==> config.mk <==
export PLATFORM = sky130hd
export DESIGN_NAME = lp_lane_mon
export DESIGN_NICKNAME = d
export VERILOG_FILES = /design/src/rtl/lpmon_pkg.sv /design/src/rtl/lp_line_decode.sv /design/src/rtl/lp_settle_timer.sv /design/src/rtl/lp_seq_fsm.sv /design/src/rtl/lp_lane_mon.sv
export SDC_FILE = /design/constraint.sdc
export NUM_CORES = 1
export LEC_CHECK = 0
export CORE_AREA = 8 8 45 47
export DETAILED_ROUTE_END_ITERATION = 7
export DIE_AREA = 0 0 53 55
export DONT_BUFFER_PORTS = 1
export GPL_ROUTABILITY_DRIVEN = 0
export PLACE_DENSITY = 0.69
export SLEW_MARGIN = 5
export SYNTH_ARGS = -nofsm -noshare
export SYNTH_HDL_FRONTEND = slang
export SYNTH_SLANG_ARGS = --single-unit
export TNS_END_PERCENT = 10
==> constraint.sdc <==
create_clock -name clk -period 1.5 [get_ports clk]
set_input_delay 0.15 -clock clk [delete_from_list [all_inputs] [get_ports clk]]
set_output_delay 0.15 -clock clk [all_outputs]
set_load 0.02 [all_outputs]
==> src/rtl/lpmon_pkg.sv <==
package lpmon_pkg;

    typedef enum logic [2:0] {
        LM_WAIT   = 3'd0,
        LM_STOP   = 3'd1,
        LM_REQ    = 3'd2,
        LM_SETTLE = 3'd3,
        LM_HS     = 3'd4,
        LM_EXIT   = 3'd5
    } lm_state_e;

    typedef struct packed {
        logic lvl_stop;    // 11
        logic lvl_req;     // 01
        logic lvl_bridge;  // 00
        logic lvl_odd;     // 10
    } lm_level_t;

    typedef struct packed {
        lm_state_e st;
        logic      hs;
        logic      term;
        logic      err;
    } lm_regs_t;

endpackage

==> src/rtl/lp_line_decode.sv <==
module lp_line_decode
    import lpmon_pkg::*;
(
    input  logic      dp,
    input  logic      dn,
    output lm_level_t lvl
);
    always_comb begin
        lvl            = '0;
        lvl.lvl_stop   = dp  & dn;
        lvl.lvl_req    = ~dp & dn;
        lvl.lvl_bridge = ~dp & ~dn;
        lvl.lvl_odd    = dp  & ~dn;
    end
endmodule

==> src/rtl/lp_settle_timer.sv <==
module lp_settle_timer #(
    parameter int SETTLE_W = 6
) (
    input  logic                clk,
    input  logic                rst,
    input  logic                run,
    input  logic [SETTLE_W-1:0] limit,
    output logic                done
);
    logic [SETTLE_W-1:0] cnt_d, cnt_q;

    always_comb begin
        cnt_d = '0;
        if (run) cnt_d = cnt_q + 1'b1;
    end

    always_ff @(posedge clk) begin
        if (rst) cnt_q <= '0;
        else     cnt_q <= cnt_d;
    end

    assign done = run && (cnt_q == limit);

    // every settle window starts counting from zero
    a_r4_cnt_zero_on_entry: assert property (@(posedge clk) disable iff (rst)
        $rose(run) |-> cnt_q == '0);
endmodule

==> src/rtl/lp_seq_fsm.sv <==
module lp_seq_fsm
    import lpmon_pkg::*;
(
    input  logic      clk,
    input  logic      rst,
    input  lm_level_t lvl,
    input  logic      hs_done,
    input  logic      err_clr,
    input  logic      tmr_done,
    output logic      tmr_run,
    output lm_state_e st,
    output logic      hs,
    output logic      term,
    output logic      err
);
    lm_regs_t r_d, r_q;
    logic     viol;

    always_comb begin
        r_d  = r_q;
        viol = 1'b0;
        unique case (r_q.st)
            LM_WAIT: begin
                if (lvl.lvl_stop) r_d.st = LM_STOP;
            end
            LM_STOP: begin
                if (lvl.lvl_req)                        r_d.st = LM_REQ;
                else if (lvl.lvl_odd || lvl.lvl_bridge) viol   = 1'b1;
            end
            LM_REQ: begin
                if (lvl.lvl_bridge)                   r_d.st = LM_SETTLE;
                else if (lvl.lvl_stop || lvl.lvl_odd) viol   = 1'b1;
            end
            LM_SETTLE: begin
                if (tmr_done) r_d.st = LM_HS;
            end
            LM_HS: begin
                if (hs_done) r_d.st = LM_EXIT;
            end
            LM_EXIT: begin
                if (lvl.lvl_stop)                    r_d.st = LM_STOP;
                else if (lvl.lvl_req || lvl.lvl_odd) viol   = 1'b1;
            end
            default: r_d.st = LM_WAIT;
        endcase
        if (viol) r_d.st = LM_WAIT;
        r_d.err  = (r_q.err & ~err_clr) | viol;
        r_d.hs   = (r_d.st == LM_HS);
        r_d.term = (r_d.st == LM_SETTLE) || (r_d.st == LM_HS);
    end

    always_ff @(posedge clk) begin
        if (rst) begin
            r_q.st   <= LM_WAIT;
            r_q.hs   <= 1'b0;
            r_q.term <= 1'b0;
            r_q.err  <= 1'b0;
        end else begin
            r_q <= r_d;
        end
    end

    assign tmr_run = (r_q.st == LM_SETTLE);
    assign st      = r_q.st;
    assign hs      = r_q.hs;
    assign term    = r_q.term;
    assign err     = r_q.err;

    // wait-for-stop only ever exits to stop
    a_r2_wait_exit: assert property (@(posedge clk) disable iff (rst)
        r_q.st == LM_WAIT |=> (r_q.st == LM_WAIT) || (r_q.st == LM_STOP));
    // a request is only entered from stop
    a_r3_req_after_stop: assert property (@(posedge clk) disable iff (rst)
        (r_q.st == LM_REQ) && ($past(r_q.st) != LM_REQ) |-> $past(r_q.st) == LM_STOP);
    // settle is left only when the timer says so
    a_r4_settle_hold: assert property (@(posedge clk) disable iff (rst)
        (r_q.st == LM_SETTLE) && !tmr_done |=> r_q.st == LM_SETTLE);
    // high speed begins only out of settle
    a_r4_hs_from_settle: assert property (@(posedge clk) disable iff (rst)
        $rose(r_q.hs) |-> $past(r_q.st) == LM_SETTLE);
    // a fresh error lands in wait-for-stop
    a_r7_err_to_wait: assert property (@(posedge clk) disable iff (rst)
        r_q.err && !$past(r_q.err) |-> r_q.st == LM_WAIT);
    // the error flag stays until cleared
    a_r8_err_sticky: assert property (@(posedge clk) disable iff (rst)
        r_q.err && !err_clr |=> r_q.err);
    // high speed never runs without termination
    a_r9_hs_needs_term: assert property (@(posedge clk) disable iff (rst)
        r_q.hs |-> r_q.term);
endmodule

==> src/rtl/lp_lane_mon.sv <==
module lp_lane_mon
    import lpmon_pkg::*;
#(
    parameter int SETTLE_W = 6
) (
    input  logic                clk,
    input  logic                rst,
    input  logic                lp_dp,
    input  logic                lp_dn,
    input  logic                hs_done,
    input  logic [SETTLE_W-1:0] settle_cnt,
    input  logic                err_clr,
    output logic [2:0]          state,
    output logic                hs_active,
    output logic                term_en,
    output logic                ctrl_err
);
    lm_level_t lvl;
    lm_state_e st;
    logic      tmr_run, tmr_done;

    lp_line_decode u_dec (
        .dp  (lp_dp),
        .dn  (lp_dn),
        .lvl (lvl)
    );

    lp_settle_timer #(.SETTLE_W(SETTLE_W)) u_tmr (
        .clk   (clk),
        .rst   (rst),
        .run   (tmr_run),
        .limit (settle_cnt),
        .done  (tmr_done)
    );

    lp_seq_fsm u_fsm (
        .clk      (clk),
        .rst      (rst),
        .lvl      (lvl),
        .hs_done  (hs_done),
        .err_clr  (err_clr),
        .tmr_done (tmr_done),
        .tmr_run  (tmr_run),
        .st       (st),
        .hs       (hs_active),
        .term     (term_en),
        .err      (ctrl_err)
    );

    assign state = st;
endmodule

* Word-level counts from Yosys, hierarchy flattened
Index checks and enable logic that the tools add are counted.
Cells by class: $add $sub $neg 1, equal/unequal tests 8, mux-type cells 14, bitwise operators 10, reduce and logical (&&, ||, !) cells 8
Operators by type and width (number):
- two-way mux 3 bit | 6
- case mux 3 bit (5 select lines) | 1
- == test 3 x 2 -> 1 bit, second input constant | 3
- == test 3 bit, second input constant | 3
- adder 6 x 1 -> 6 bit, second input constant | 1
- == test 6 bit | 1
- two-way mux 1 bit | 6
- bitwise AND 1 bit | 5
- logical OR 1 bit | 4
- NOT 1 bit | 4
- OR reduction 2 bit | 2
- == test 3 x 1 -> 1 bit, second input constant | 1
- logical NOT 3 bit | 1
- case mux 1 bit (3 select lines) | 1
- logical AND 1 bit | 1
- bitwise OR 1 bit | 1
Storage, ports and cells: flip-flop bits (word level) 12, input port bits 12, output and inout port bits 6, word-level logic and storage cells 46

* Longest topological paths before layout
word-level depth 9, mapped depth 6, gate-level depth less buffers 6

* By module
Synthesis repeated with hierarchy kept, for this count alone.
Second synthesis, totals: cell total of the unflattened synthesis 79, area total of the unflattened synthesis 694.4 um^2
Modules (own cells, without submodules):
- lp_seq_fsm | instances 1, cells an instance 44, area an instance 380.4 um^2
- lp_settle_timer | instances 1, cells an instance 31, area an instance 287.8 um^2
- lp_line_decode | instances 1, cells an instance 4, area an instance 26.3 um^2

* Worst setup path after synthesis
OpenSTA, ideal clock, no wires.
path kind register to register, start point register u_fsm.st[2] (netlist name), end point register u_fsm.hs (netlist name), setup time 0.087 ns, arrival time 1.412 ns, data required time 1.413 ns, path slack 0.001 ns, stages on the path, launching flop included 6, buffers on the path 1, path through dfxtp_1 -> buf_2 -> or3b_1 -> o22ai_1 -> or3_4 -> nor4b_4
On the way: cells in the longest elaborated chain, start to end 6
RTL lines:
- == test 3 x 2 -> 1 bit | line lp_seq_fsm.sv:22, lp_seq_fsm.sv:63
- logical AND 1 bit | line lp_settle_timer.sv:22 | assign done = run && (cnt_q == limit);
- two-way mux 3 bit | line lp_seq_fsm.sv:35 | if (tmr_done) r_d.st = LM_HS;
- case mux 3 bit (5 select lines) | line lp_seq_fsm.sv:22 | unique case (r_q.st)
- two-way mux 3 bit * | line lp_seq_fsm.sv:46 | if (viol) r_d.st = LM_WAIT;
- == test 3 bit * | line lp_seq_fsm.sv:48 | r_d.hs = (r_d.st == LM_HS);
Mark *: on every way between the ends. The rest lies on a longest branch, timed or not. A chain may end at the register's enable or synchronous reset.

* Final worst setup path
start point register u_fsm.st[1] (netlist name), end point register u_fsm.st[2] (netlist name)
On the way: cells in the longest elaborated chain, start to end 5
RTL lines (line):
- == test 3 x 2 -> 1 bit | lp_seq_fsm.sv:22, lp_seq_fsm.sv:63
- logical AND 1 bit | lp_settle_timer.sv:22
- two-way mux 3 bit | lp_seq_fsm.sv:35
- case mux 3 bit (5 select lines) | lp_seq_fsm.sv:22
- two-way mux 3 bit * | lp_seq_fsm.sv:46
Marked as above.

==> key figures <==
CTS
  • Longest Clk Path Bufs: 2
  • Clock transition at path regs: 70 ps
  • Clock Latency Late Sink: 270 ps
  • Post-cts resize count: 0
  • Clock sinks: 12
  • CTS tree: done
  • Setup Fix Bufs, Post-CTS: 0
  • CTS H-tree lvls: 1
  • Root cell of the clock tree: clkbuf_4
  • CTS Buf Count: 3

Layout
  • Final nets: 109
  • Layout cell share with drive strength beyond 1: between 10 and 15%
  • Design Area, Final: 818 µm²
  • Fillers: 133
  • Most common cell after layout, fill and taps aside: dfxtp_1
  • Most frequent cells in the layout: dfxtp_1 (12), nor2_1 (9), xnor2_1 (8)
  • N_diodes: 0
  • Area Overhead vs Synth: 14.9%
  • Final core occ: 59.1%

Setup path
  • Crit-path max cell delay: 460 ps
  • CP Data Required Time: 1650 ps
  • Cell family with most CP delay: simple AND/OR/NAND/NOR gates
  • Worst path cell trace: or2b_1 > nor4_1 > or3_4 > nor3_1
  • WP buf/inv: 0
  • Data arrival, critical path: 1620 ps
  • CP max stage cell: dfxtp_1
  • CP Launch Type: register
  • CP endpoint kind: register
  • Crit path max fanout: 8
  • Critical path class: register to register

Pwr
  • PD cells: 809 nW/µm²
  • Combinational cell fraction of total power: between 10% and 20%
  • Worst VDD drop: roughly 620 µV
  • Switch share: 22.8%
  • Power after layout: 662 µW
  • Internal: a little over 500 µW
  • Lkg Pwr: ~0.3 nW
  • Clk pwr share: 37.6%
  • Sequential Power Share: 50.1%
  • Net switching power: 151 µW

Yosys
  • Number of library cell types mapped by synthesis: 33
  • Net Count, Synth: between 90 and 100
  • Synth Warn #: 0
  • Post-synthesis register bit count: 12
  • Cells after Synth: a little over 80
  • Syn_area_per_cell: 8.79 µm²
  • Sequential fraction of the synthesis area: roughly a third
  • Synth Flop Type: dfxtp_1
  • Post-synth EDFFs: 0
  • Mapped Area: 712 µm²
  • Post-synthesis async set-or-reset flop share: 0%

Timing
  • Period utilization: 98.1%
  • Fin crit period: 1470 ps
  • Fin Setup TNS: 0 ps
  • Fmax: 0.680 GHz
  • Rel. slew slack: 72.4%
  • Clk_skew: 0.289 ps
  • Max-slew violations: 0
  • Hold violation total from the final report: 0
  • RSZ-0062 raised after global routing: true
  • Worst hold slack: 93.0 ps
  • Worst-Margin Slew: 409 ps
  • Setup Viol. Count Final: 0

Run status
  • Run status: completed

Routing
  • DR iter-0 viols: 12
  • DRT Wirelength: 1.45 mm
  • Post-DRT Antenna Nets: 0
  • Via/cell ratio: 5.60
  • Via count: ~600
  • Drt wl/cell: 13.5 µm
  • DRT Pass-1 Iters: 4
  • # DRC: 0

Placed design
  • Placed Area: 772 µm²
  • Final HPWL DP: roughly 1.2 mm
  • I/O Buffers: 0

Global routing
  • Antenna violations before repair: 0
  • Total gr overflow: 0
  • First-pass GRT wire length: 2.49 mm
  • Largest net degree at the start of global routing: 9
  • GRT Total Usage: 11.4%
  • Vias in the first global route: 584

Min path
  • Hold WC Path Type: input port to register

Floorplan
  • Row count: 14
  • Initial core utilization: 51.4%
  • CORE AREA: 1380 µm²
  • Die Ht: 55 µm
  • Die X: between 50 and 60 µm
  • Die footprint: 2920 µm²
  • IO Pins: 18

Run
  • Max Cap Viol: 0
[routing by layer]
| metal | GRT usage [%] | share of wire, % | vias up | wire [µm] |
|---|---|---|---|---|
| met5 | 0 | 0 | - | 0 |
| met4 | 5.17 | 0.90 | 0 | 13 |
| met3 | 5.61 | 8.4 | 2 | 122 |
| met2 | 18.4 | 45 | 17 | 651 |
| met1 | 12.4 | 46 | 274 | 659 |
| li1 | - | - | 306 | - |
[worst paths after layout]
| kind | from | to | depth (start not counted) | slack [ps] |
|---|---|---|---|---|
| worst max-delay path | u_fsm.st[1]$_SDFF_PP0_ | u_fsm.st[2]$_SDFF_PP0_ | 4 | 30 |
| worst min-delay path | err_clr | u_fsm.err$_SDFF_PP0_ | 3 | 90 |
| worst min register to register | u_tmr.cnt_q[0]$_SDFF_PP0_ | u_tmr.cnt_q[0]$_SDFF_PP0_ | 1 | 480 |
| worst max register to register | u_fsm.st[1]$_SDFF_PP0_ | u_fsm.st[2]$_SDFF_PP0_ | 4 | 30 |
[kinds of logic (layout without fill, tap and decap cells)]
group | count (synthesis) | count (layout) | synth area share, %
muxes | 1 | 1 | 1.41
buffers and inverters | 6 | 16 | 3.34
AOI/OAI and AO/OA | 15 | 15 | 13.5
DFF | 12 | 12 | 33.7
adders and majority gates | 5 | 5 | 8.79
xor gates and xnor gates | 10 | 10 | 12.3
and+or+nand+nor | 32 | 32 | 26.9
[power by group through the flow]
stage / clock (mW) / sequential, mW / combinational, mW
after global placement: 0 / 0.340 / 0.0780
final: 0.249 / 0.332 / 0.0811
after detailed placement: 0 / 0.339 / 0.0793
after floorplan: 0 / 0.342 / 0.0554
after global routing: 0.276 / 0.333 / 0.0906
after CTS: 0.259 / 0.331 / 0.0817
[area by class of cell]
type,count,area (µm²),area share [%]
multi-input combinational,63,448,54.7
sequential,12,240,29.4
timing repair buffer,7,55.1,6.73
clock buffer,4,36.3,4.43
tap,16,20.0,2.45
inverter,5,18.8,2.29
[cell usage after synthesis (all sizes together) (2+ instances only)]
| cell type | number | share of area (%) |
|---|---|---|
| nand4 | 2 | 1.8 |
| nand2 | 4 | 2.1 |
| or3 | 2 | 2.5 |
| nor2 | 9 | 4.7 |
| xnor2 | 8 | 9.8 |
| nand3 | 4 | 2.8 |
| a21oi | 5 | 3.5 |
| nand2b | 2 | 1.8 |
| dfxtp | 12 | 34 |
| inv | 5 | 2.6 |
| ha | 5 | 8.8 |
| xor2 | 2 | 2.5 |
| o21ai | 2 | 1.4 |
[sequential cells by signal, indices dropped and copies added (netlist names)]
name / flops
u_fsm.hs: 1
u_fsm.st: 3
u_fsm.term: 1
u_tmr.cnt_q: 6
u_fsm.err: 1
[what timing repair did]
action / in CTS / in global routing
endpoints found under the hold margin: 1 / 0
hold buffers: 1 / 0
setup endpoints to repair: 0 / 6
[worst reg2reg max path, cell delays in order, from the launching register on]
cell and delay [ps]:
dfxtp_1 460, or2b_1 280, nor4_1 320, or3_4 250, nor3_1 60
[per-stage QoR]
step           std cells  worst slack, ps
3_3_place_gp         102             64.8
2_1_floorplan         81             1.19
6_report             107             28.6
3_5_place_dp         102             52.2
5_1_grt              107            -58.3
4_1_cts              107             54.9
Note: power is estimated with default switching activity, not from simulation.
